==> config.mk <==
export PLATFORM = sky130hd
export DESIGN_NAME = wdog_twostage
export DESIGN_NICKNAME = d
export VERILOG_FILES = /design/src/rtl/wdog_pkg.sv /design/src/rtl/wdog_rd_port.sv /design/src/rtl/wdog_stage_engine.sv /design/src/rtl/wdog_ctrl_frame.sv /design/src/rtl/wdog_refresh_frame.sv /design/src/rtl/wdog_twostage.sv
export SDC_FILE = /design/constraint.sdc
export NUM_CORES = 1
export LEC_CHECK = 0
export BUFFER_PORTS_ARGS = -buffer_cell sky130_fd_sc_hd__buf_2
export CORE_UTILIZATION = 45
export DETAILED_ROUTE_END_ITERATION = 8
export PLACE_DENSITY = 0.67
export SLEW_MARGIN = 20
export SYNTH_ARGS = -nofsm -noshare
export SYNTH_HDL_FRONTEND = slang
export SYNTH_HIERARCHICAL = 1
export SYNTH_SLANG_ARGS = --single-unit
==> constraint.sdc <==
create_clock -name clk -period 3.38 [get_ports clk]
set_input_delay 0 -clock clk [delete_from_list [all_inputs] [get_ports clk]]
set_output_delay 0 -clock clk [all_outputs]
set_load 0.05 [all_outputs]
==> src/rtl/wdog_pkg.sv <==
package wdog_pkg;
   localparam int WORD_W  = 32;
   localparam int FRAME_AW = 12;

   // configuration window
   localparam logic [FRAME_AW-1:0] A_CTRL   = 12'h000;
   localparam logic [FRAME_AW-1:0] A_OFS    = 12'h008;
   localparam logic [FRAME_AW-1:0] A_CMP_LO = 12'h010;
   localparam logic [FRAME_AW-1:0] A_CMP_HI = 12'h014;
   // both windows
   localparam logic [FRAME_AW-1:0] A_IDENT  = 12'hFCC;
   // service window
   localparam logic [FRAME_AW-1:0] A_KICK   = 12'h000;

   localparam int B_EN  = 0;
   localparam int B_ST0 = 1;
   localparam int B_ST1 = 2;

   typedef struct packed {
      logic                wr;
      logic                rd;
      logic [FRAME_AW-1:0] addr;
      logic [WORD_W-1:0]   wdata;
   } win_req_t;
endpackage

==> src/rtl/wdog_rd_port.sv <==
module wdog_rd_port #(
   parameter int W      = 32,
   parameter bit RD_REG = 1'b1
) (
   input  logic         clk,
   input  logic         rst_n,
   input  logic         rd,
   input  logic [W-1:0] din,
   output logic [W-1:0] dout
);
   generate
      if (RD_REG) begin : g_reg
         logic [W-1:0] q;
         always_ff @(posedge clk or negedge rst_n) begin
            if (!rst_n)  q <= '0;
            else if (rd) q <= din;
         end
         assign dout = q;
      end else begin : g_comb
         logic unused_clk;
         assign unused_clk = clk ^ rst_n;
         assign dout = rd ? din : '0;
      end
   endgenerate
endmodule

==> src/rtl/wdog_stage_engine.sv <==
module wdog_stage_engine #(
   parameter int CNT_W = 64,
   parameter int OFS_W = 32
) (
   input  logic             clk,
   input  logic             rst_n,
   input  logic             enable,
   input  logic             restart,
   input  logic             disarm,
   input  logic [CNT_W-1:0] count,
   input  logic [OFS_W-1:0] ofs,
   output logic [CNT_W-1:0] cmp,
   output logic             st0,
   output logic             st1
);
   logic [CNT_W-1:0] next_cmp;
   logic             hit;

   assign next_cmp = count + CNT_W'(ofs);
   assign hit      = (count >= cmp);

   always_ff @(posedge clk or negedge rst_n) begin
      if (!rst_n) begin
         cmp <= '0;
         st0 <= 1'b0;
         st1 <= 1'b0;
      end else if (restart) begin
         cmp <= next_cmp;
         st0 <= 1'b0;
         st1 <= 1'b0;
      end else if (disarm) begin
         st0 <= 1'b0;
         st1 <= 1'b0;
      end else if (enable && hit) begin
         if (!st0) begin
            st0 <= 1'b1;
            cmp <= next_cmp;
         end else begin
            st1 <= 1'b1;
         end
      end
   end
endmodule

==> src/rtl/wdog_ctrl_frame.sv <==
module wdog_ctrl_frame
   import wdog_pkg::*;
#(
   parameter int          CNT_W    = 64,
   parameter int          OFS_W    = 32,
   parameter logic [31:0] ID_VALUE = 32'h0A1D_0057,
   parameter bit          RD_REG   = 1'b1
) (
   input  logic              clk,
   input  logic              rst_n,
   input  win_req_t          req,
   input  logic [CNT_W-1:0]  cmp,
   input  logic              st0,
   input  logic              st1,
   output logic              enable,
   output logic [OFS_W-1:0]  ofs_q,
   output logic [OFS_W-1:0]  ofs_eff,
   output logic              ofs_wr,
   output logic              disarm,
   output logic [WORD_W-1:0] rdata
);
   localparam int CMP_EXT_W = 2 * WORD_W;

   logic                 ctrl_wr;
   logic [CMP_EXT_W-1:0] cmp_ext;
   logic [WORD_W-1:0]    ofs_ext;
   logic [WORD_W-1:0]    ctrl_word;
   logic [WORD_W-1:0]    mux;

   generate
      if (CNT_W == CMP_EXT_W) begin : g_cmp_full
         assign cmp_ext = cmp;
      end else begin : g_cmp_pad
         assign cmp_ext = {{(CMP_EXT_W - CNT_W){1'b0}}, cmp};
      end
      if (OFS_W == WORD_W) begin : g_ofs_full
         assign ofs_ext = ofs_q;
      end else begin : g_ofs_pad
         assign ofs_ext = {{(WORD_W - OFS_W){1'b0}}, ofs_q};
      end
   endgenerate

   assign ctrl_wr = req.wr && (req.addr == A_CTRL);
   assign ofs_wr  = req.wr && (req.addr == A_OFS);
   assign disarm  = ctrl_wr && !req.wdata[B_EN];
   assign ofs_eff = ofs_wr ? req.wdata[OFS_W-1:0] : ofs_q;

   always_ff @(posedge clk or negedge rst_n) begin
      if (!rst_n) begin
         enable <= 1'b0;
         ofs_q  <= '0;
      end else begin
         if (ctrl_wr) enable <= req.wdata[B_EN];
         if (ofs_wr)  ofs_q  <= req.wdata[OFS_W-1:0];
      end
   end

   always_comb begin
      ctrl_word        = '0;
      ctrl_word[B_EN]  = enable;
      ctrl_word[B_ST0] = st0;
      ctrl_word[B_ST1] = st1;
   end

   always_comb begin
      unique case (req.addr)
         A_CTRL:   mux = ctrl_word;
         A_OFS:    mux = ofs_ext;
         A_CMP_LO: mux = cmp_ext[WORD_W-1:0];
         A_CMP_HI: mux = cmp_ext[CMP_EXT_W-1:WORD_W];
         A_IDENT:  mux = ID_VALUE;
         default:  mux = '0;
      endcase
   end

   wdog_rd_port #(.W(WORD_W), .RD_REG(RD_REG)) u_rd (
      .clk  (clk),
      .rst_n(rst_n),
      .rd   (req.rd),
      .din  (mux),
      .dout (rdata)
   );
endmodule

==> src/rtl/wdog_refresh_frame.sv <==
module wdog_refresh_frame
   import wdog_pkg::*;
#(
   parameter logic [31:0] ID_VALUE = 32'h0A1D_0057,
   parameter bit          RD_REG   = 1'b1
) (
   input  logic              clk,
   input  logic              rst_n,
   input  win_req_t          req,
   output logic              kick,
   output logic [WORD_W-1:0] rdata
);
   logic [WORD_W-1:0] mux;
   logic              unused_wdata;

   assign unused_wdata = ^req.wdata;
   assign kick         = req.wr && (req.addr == A_KICK);
   assign mux          = (req.addr == A_IDENT) ? ID_VALUE : '0;

   wdog_rd_port #(.W(WORD_W), .RD_REG(RD_REG)) u_rd (
      .clk  (clk),
      .rst_n(rst_n),
      .rd   (req.rd),
      .din  (mux),
      .dout (rdata)
   );
endmodule

==> src/rtl/wdog_twostage.sv <==
module wdog_twostage
   import wdog_pkg::*;
#(
   parameter int          CNT_W    = 64,
   parameter int          OFS_W    = 32,
   parameter logic [31:0] ID_VALUE = 32'h0A1D_0057,
   parameter bit          RD_REG   = 1'b1
) (
   input  logic             clk,
   input  logic             rst_n,
   input  logic             rf_wr,
   input  logic             rf_rd,
   input  logic [11:0]      rf_addr,
   input  logic [31:0]      rf_wdata,
   output logic [31:0]      rf_rdata,
   input  logic             cf_wr,
   input  logic             cf_rd,
   input  logic [11:0]      cf_addr,
   input  logic [31:0]      cf_wdata,
   output logic [31:0]      cf_rdata,
   input  logic [CNT_W-1:0] sys_count,
   output logic             stage0_irq,
   output logic             stage1_out
);
   generate
      if (CNT_W > 2 * WORD_W || CNT_W < OFS_W) begin : g_bad_cnt
         $error("wdog_twostage: CNT_W must lie between OFS_W and 64");
      end
      if (OFS_W < 1 || OFS_W > WORD_W) begin : g_bad_ofs
         $error("wdog_twostage: OFS_W must lie between 1 and 32");
      end
   endgenerate

   win_req_t         rf_req, cf_req;
   logic             kick, ofs_wr, disarm, enable;
   logic [OFS_W-1:0] ofs_val, ofs_eff;
   logic [CNT_W-1:0] cmp_val;
   logic             st0, st1;

   assign rf_req = '{wr: rf_wr, rd: rf_rd, addr: rf_addr, wdata: rf_wdata};
   assign cf_req = '{wr: cf_wr, rd: cf_rd, addr: cf_addr, wdata: cf_wdata};

   wdog_refresh_frame #(.ID_VALUE(ID_VALUE), .RD_REG(RD_REG)) u_rfr (
      .clk  (clk),
      .rst_n(rst_n),
      .req  (rf_req),
      .kick (kick),
      .rdata(rf_rdata)
   );

   wdog_ctrl_frame #(
      .CNT_W(CNT_W), .OFS_W(OFS_W), .ID_VALUE(ID_VALUE), .RD_REG(RD_REG)
   ) u_cfr (
      .clk    (clk),
      .rst_n  (rst_n),
      .req    (cf_req),
      .cmp    (cmp_val),
      .st0    (st0),
      .st1    (st1),
      .enable (enable),
      .ofs_q  (ofs_val),
      .ofs_eff(ofs_eff),
      .ofs_wr (ofs_wr),
      .disarm (disarm),
      .rdata  (cf_rdata)
   );

   wdog_stage_engine #(.CNT_W(CNT_W), .OFS_W(OFS_W)) u_eng (
      .clk    (clk),
      .rst_n  (rst_n),
      .enable (enable),
      .restart(kick | ofs_wr),
      .disarm (disarm),
      .count  (sys_count),
      .ofs    (ofs_eff),
      .cmp    (cmp_val),
      .st0    (st0),
      .st1    (st1)
   );

   assign stage0_irq = st0;
   assign stage1_out = st1;
endmodule

Word-level counts from Yosys, hierarchy flattened
Index checks and enable logic that the tools add are counted.
{"block": "op_classes", "n_bitwise": 1, "mul": 0, "n_eq_ne": 7, "n_lt_le_gt_ge": 1, "n_div": 0, "muxes": 14, "shifts": 0, "addsub": 1, "n_reduce_logical": 13}
{"operator": "64-bit 2-to-1 mux", "count": 4}
{"operator": "32-bit one-hot mux with 5 select lines", "count": 1}
{"operator": "64-bit by 32-bit adder with 64-bit output", "count": 1}
{"operator": "64-bit greater-or-equal comparator", "count": 1}
{"operator": "32-bit 2-to-1 mux", "count": 1}
{"operator": "28-bit 2-to-1 mux", "count": 1}
{"operator": "12-bit == test, second input constant", "count": 2}
{"operator": "12-bit by 5-bit == test with 1-bit output, second input constant", "count": 2}
{"operator": "12-bit zero test", "count": 2}
{"operator": "12-bit by 4-bit == test with 1-bit output, second input constant", "count": 1}
{"operator": "1-bit 2-to-1 mux", "count": 7}
{"operator": "3-bit nonzero test", "count": 2}
{"operator": "1-bit logical AND", "count": 5}
{"operator": "2-bit by 1-bit inequality test with 1-bit output, second input constant", "count": 2}
{"operator": "3-bit AND reduction", "count": 1}
{"operator": "2-bit AND reduction", "count": 1}
{"operator": "2-bit nonzero test", "count": 1}
{"operator": "1-bit zero test", "count": 1}
{"operator": "1-bit bitwise OR", "count": 1}
{"block": "word_totals", "wordCells": 44, "mem_bits_rw": 0, "inputBits": 158, "register_bits": 163, "memories": 0, "out_inout_bits": 66, "rom_bits": 0, "latchBits": 0}

Depth between registers and ports, before layout
{"block": "logic_depth", "depth_word": 8, "ltp_mapped": 16, "ltp_nobuf": 14}

Cells and area by module
The synthesis kept the hierarchy.
{"mod": "wdog_stage_engine", "seq_area_each_um2": 1651.6, "instances": 1, "area_per_inst_um2": 6590.1, "cells_each": 821}
{"mod": "wdog_rd_port", "seq_area_each_um2": 800.8, "instances": 2, "area_per_inst_um2": 1345.0, "cells_each": 68}
{"mod": "wdog_ctrl_frame", "seq_area_each_um2": 825.8, "instances": 1, "area_per_inst_um2": 2092.0, "cells_each": 184}
{"mod": "wdog_refresh_frame", "seq_area_each_um2": 0.0, "instances": 1, "area_per_inst_um2": 67.6, "cells_each": 9}
{"mod": "wdog_twostage", "seq_area_each_um2": 0.0, "instances": 1, "area_per_inst_um2": 6.3, "cells_each": 1}

Worst setup path before layout
OpenSTA, ideal clock, no wires.
{"block": "synth_timing", "path_type": "in2reg", "startpoint": "in cf_addr[4]", "endpoint": "reg u_eng.cmp[61]", "path_buffers": 4, "arrival_ns": 3.376, "setup_ns": 0.126, "slack_ns": -0.122, "cell_stages": 16, "t_required_ns": 3.254, "path_cell_list": "buf_2 > nor4b_4 > nand4_2 > buf_2 > mux2_1 > ha_1 > buf_2 > a21o_1 > a221o_1 > a211oi_2 > o21ai_1 > a211oi_2 > buf_2 > nor3_1 > xnor2_1 > a21oi_1"}
{"block": "synth_between", "elab_chain_len": 8, "elab_cells_between_ends": 16, "cone_classes": "add/sub: 1; eq/ne: 3; mux: 5; bitwise: 1; reduce/logical: 6"}
{"item": "start, declared", "line": "wdog_twostage.sv:18", "rtl": "input logic [11:0] cf_addr,"}
{"item": "12-bit by 4-bit == test with 1-bit output (*)", "line": "wdog_ctrl_frame.sv:44", "rtl": "assign ofs_wr = req.wr && (req.addr == A_OFS);"}
{"item": "1-bit logical AND (*)", "line": "wdog_ctrl_frame.sv:44"}
{"item": "32-bit 2-to-1 mux (*)", "line": "wdog_ctrl_frame.sv:46", "rtl": "assign ofs_eff = ofs_wr ? req.wdata[OFS_W-1:0] : ofs_q;"}
{"item": "net ofs_eff[26]", "line": "wdog_twostage.sv:36", "rtl": "logic [OFS_W-1:0] ofs_val, ofs_eff;"}
{"item": "64-bit by 32-bit adder with 64-bit output (*)", "line": "wdog_stage_engine.sv:19", "rtl": "assign next_cmp = count + CNT_W'(ofs);"}
{"item": "64-bit 2-to-1 mux", "line": "wdog_stage_engine.sv:35", "rtl": "if (!st0) begin"}
{"item": "64-bit 2-to-1 mux", "line": "wdog_stage_engine.sv:34", "rtl": "end else if (enable && hit) begin"}
{"item": "64-bit 2-to-1 mux", "line": "wdog_stage_engine.sv:31", "rtl": "end else if (disarm) begin"}
{"item": "64-bit 2-to-1 mux (*)", "line": "wdog_stage_engine.sv:27", "rtl": "end else if (restart) begin"}
{"item": "end signal, assigned", "line": "wdog_stage_engine.sv:28", "rtl": "cmp <= next_cmp;"}
{"item": "end signal, assigned", "line": "wdog_stage_engine.sv:37", "rtl": "cmp <= next_cmp;"}
{"item": "end, declared", "line": "wdog_stage_engine.sv:12", "rtl": "output logic [CNT_W-1:0] cmp,"}
Mark *: on every way through the listed nets, which the timed path passes. The rest lies on a longest branch. The select of a mux whose other input is x is not followed.
A chain may end at the register's enable or synchronous reset.

Worst setup path after layout
{"block": "layout_timing", "startpoint": "in cf_addr[6]", "endpoint": "reg u_eng.cmp[58]"}
The elaborated chain is that of the path after synthesis.

==> impl_metrics.csv <==
group,metric,value,unit
outcome,status,"complete, but fails checks",
outcome,failed_checks,"design-rule violations",
power,power,5230,uW
global_routing,grt_pass1_vias,10600,
power,power_density,348,nW/um^2
placement,placedCellCount,1762,
global_routing,grt_overflow,0,
global_routing,antenna_found_initial,3,
global_routing,busiest_layer,"met2",
layout,drive_gt1_share,29.7,%
logic_synthesis,yosys_warnings,6,
hold_path,hold_depth,4,
floorplanning,rows,58,
global_routing,grt_util_met3,4.37,%
timing,period_needed,3.25,ns
clock_tree,cts_inserted_buffers,17,
layout,fillers,2185,
floorplanning,start_util,45.7,%
layout,final_cell_area,15000,sq um
timing,rsz0062_at_grt,"no",
placement,placed_area,13700,sq um
floorplanning,die_area,26100,sq um
logic_synthesis,synth_compound_area_share,17.2,%
logic_synthesis,synth.area.top_cells,"dfrtp_1, ha_1, mux2_4, a21oi_1, mux2_1",
logic_synthesis,ys_seq_elements,163,
timing,hold_viol,0,
detailed_routing,wl_per_cell,19.9,um
logic_synthesis,synthMuxAreaShare,13.1,%
timing,holdWs,0.0246,ns
detailed_routing,wl,37.1,mm
floorplanning,fp.coreArea,25000,sq um
clock_tree,clkTransAtPathRegs,0.08,ns
hold_path,hp-start,"sys_count[1]",
layout,area_growth,31.0,%
setup_path,arrival,3.59,ns
logic_synthesis,synth_top_family_by_area,"compound AO/OA/AOI/OAI gates",
logic_synthesis,syn_area_per_cell,9.94,sq um
clock_tree,cts_tree,"done",
placement,hpwl,28.4,mm
logic_synthesis,synth_seq_area_share,35.6,%
clock_tree,clk_latency,0.45,ns
logic_synthesis,synth_fa_ha_area_share,10.7,%
clock_tree,clkSinkCount,163,
setup_path,rr_endpoint,"u_eng/cmp[30]",
detailed_routing,dr_total_vias,10600,
floorplanning,dieWidth,161,um
logic_synthesis,synth-edff-count,0,
clock_tree,cts_root_buf,"clkbuf_16",
clock_tree,cts_max_level,4,
logic_synthesis,synthSimpleGateAreaFrac,13.8,%
hold_path,min_to,"u_eng/cmp[1]",
timing,finalCritPeriodShare,96.3,%
setup_path,reg2regPathDepth,10,
global_routing,grtUsageMet1,38.8,%
floorplanning,die_height,161,um
timing,setup_viol,0,
layout,final_common_cell,"buf_2",
logic_synthesis,synthXorXnorAreaFrac,3.60,%
layout,layout.nets,1773,
floorplanning,boundaryPins,224,
detailed_routing,firstDrtPassIters,8,
logic_synthesis,ys.flop_type,"dfrtp_1",
detailed_routing,drtIter0Drc,820,
clock_tree,cts_buffer_depth,2,
global_routing,use_met2,46.4,%
global_routing,grt_max_degree,76,
placement,portBuffers,191,
run,drv_cap,0,
timing,worstMarginPinSlew,1.00,ns
logic_synthesis,async_flop_share,100,%
setup_path,reg2reg_from,"u_eng/cmp[63]",
global_routing,grtUsageTotal,29.0,%
setup_path,startpoint_type,"primary input",
detailed_routing,via_per_inst,5.67,
timing,slew_headroom,33.2,%
layout,layout_common_cells,"buf_2, dfrtp_1, buf_4",
setup_path,critPathCaptureType,"flip-flop",
global_routing,grt_pass1_wl,57.7,mm
hold_path,hp-class,"in2reg",
logic_synthesis,synth_cell_types,81,
power,peakVddDrop,0.000255,V
logic_synthesis,synth_area_leader_cell,"dfrtp_1",
setup_path,required,3.71,ns
setup_path,r2r_slack,0.13,ns
logic_synthesis,syn_area,11400,sq um
detailed_routing,ant_nets,0,
power,leakage,0.00732,uW
timing,fmax,0.307,GHz
logic_synthesis,synth_top_area_share,35.6,%
setup_path,crit_fanout,15,
detailed_routing,drc,2,
layout,final_cells,1863,
timing,slew_violations,0,
logic_synthesis,synthCells,1151,
placement,gp_congestion,0.924,
setup_path,path_class,"in2reg",
timing,fin_worst_skew,0.0141,ns
-- synthesized netlist by cell type (all sizes together) (25+ instances only) --
| library cell | count |
|---|---|
| nand3 | 25 |
| mux2 | 103 |
| dfrtp | 163 |
| xnor2 | 26 |
| nand2 | 59 |
| a21oi | 89 |
| ha | 96 |
| nor2 | 86 |
| buf | 40 |
| nand4 | 30 |
| o21ai | 51 |
| nor3 | 27 |
| inv | 82 |
| a22oi | 25 |
-- per-stage QoR --
| stage | util (%) | worst slack (ns) | TNS (ns) |
|---|---|---|---|
| global placement | 54.4 | -0.244 | -4.74 |
| finish | 59.9 | 0.126 | 0 |
| global route | 59.9 | 0.00251 | 0 |
| CTS | 59.7 | 0.157 | 0 |
| detailed placement | 54.5 | -0.281 | -7.08 |
| floorplan | - | 0.000376 | 0 |
-- timing repair --
item,in CTS,in global routing
hold buffers,66,0
gates resized for setup,0,7
buffers inserted,0,1
hold endpoints to repair,126,0
endpoints found under the setup margin,0,20
-- power by group --
group	switching, uW	internal (uW)	total (uW)
Combinational	577	430	1010
Sequential	95.7	2040	2140
Clock	1040	1040	2080
Total	1720	3510	5230
-- cells by family (layout without fill, tap and decap cells) --
kind of cell,count (synthesis),count (layout)
adders and majority gates,97,97
buffers and inverters,137,497
xor gates and xnor gates,47,47
and+or+nand+nor,301,301
other,1,23
AOI/OAI and AO/OA,291,291
DFF,163,163
muxes,114,114
-- per-layer routing --
layer / part of all wire (%) / vias to the layer above
li1: - / 4947
met4: 3.5 / 2
met2: 46 / 422
met3: 6.3 / 79
met1: 44 / 5110
met5: 0.035 / -
-- layout make-up --
type,instances,area [sq um],area share (%)
Multi-Input combinational cell,871,6880,45.9
Sequential cell,163,4080,27.2
Timing Repair Buffer,383,2680,17.8
Clock buffer,17,425,2.84
Tap cell,330,413,2.75
Inverter,82,308,2.05
Clock inverter,15,211,1.41
Antenna cell,2,5.00,0.0334
-- state kept, by name, summed over array words and instances, names as in the netlist --
| register | cells |
|---|---|
| u_eng/cmp | 64 |
| u_cfr/enable | 1 |
| u_rfr/u_rd/dout | 32 |
| u_eng/st0 | 1 |
| u_cfr/ofs_q | 32 |
| u_cfr/u_rd/dout | 32 |
| u_eng/st1 | 1 |
-- worst max-delay path: stages --
cell and delay [ns]:
buf_2 0.14, nor4_4 0.34, nand4_2 0.19, buf_4 0.26, mux2_1 0.42, ha_4 0.25, a21o_1 0.20, a2111oi_2 0.54
o31ai_4 0.14, a21oi_2 0.16, a311oi_2 0.05, buf_4 0.18, buf_6 0.14, o2111ai_4 0.20, buf_4 0.15, xor2_1 0.14
a21oi_1 0.08
-- worst max path at each step --
stage | to | startpoint | depth (start not counted) | slack [ns]
finish | u_eng/cmp[58] | cf_addr[6] | 17 | 0.13
global route | u_eng/cmp[60] | cf_addr[6] | 18 | 0.003
CTS | u_eng/cmp[29] | cf_addr[6] | 16 | 0.16
detailed placement | u_eng/cmp[56] | cf_addr[6] | 15 | -0.28
global placement | u_eng/cmp[29] | cf_addr[6] | 16 | -0.24
floorplan | u_eng/cmp[62] | cf_addr[4] | 16 | 0.0004
Power figures use the tool's default switching activity.
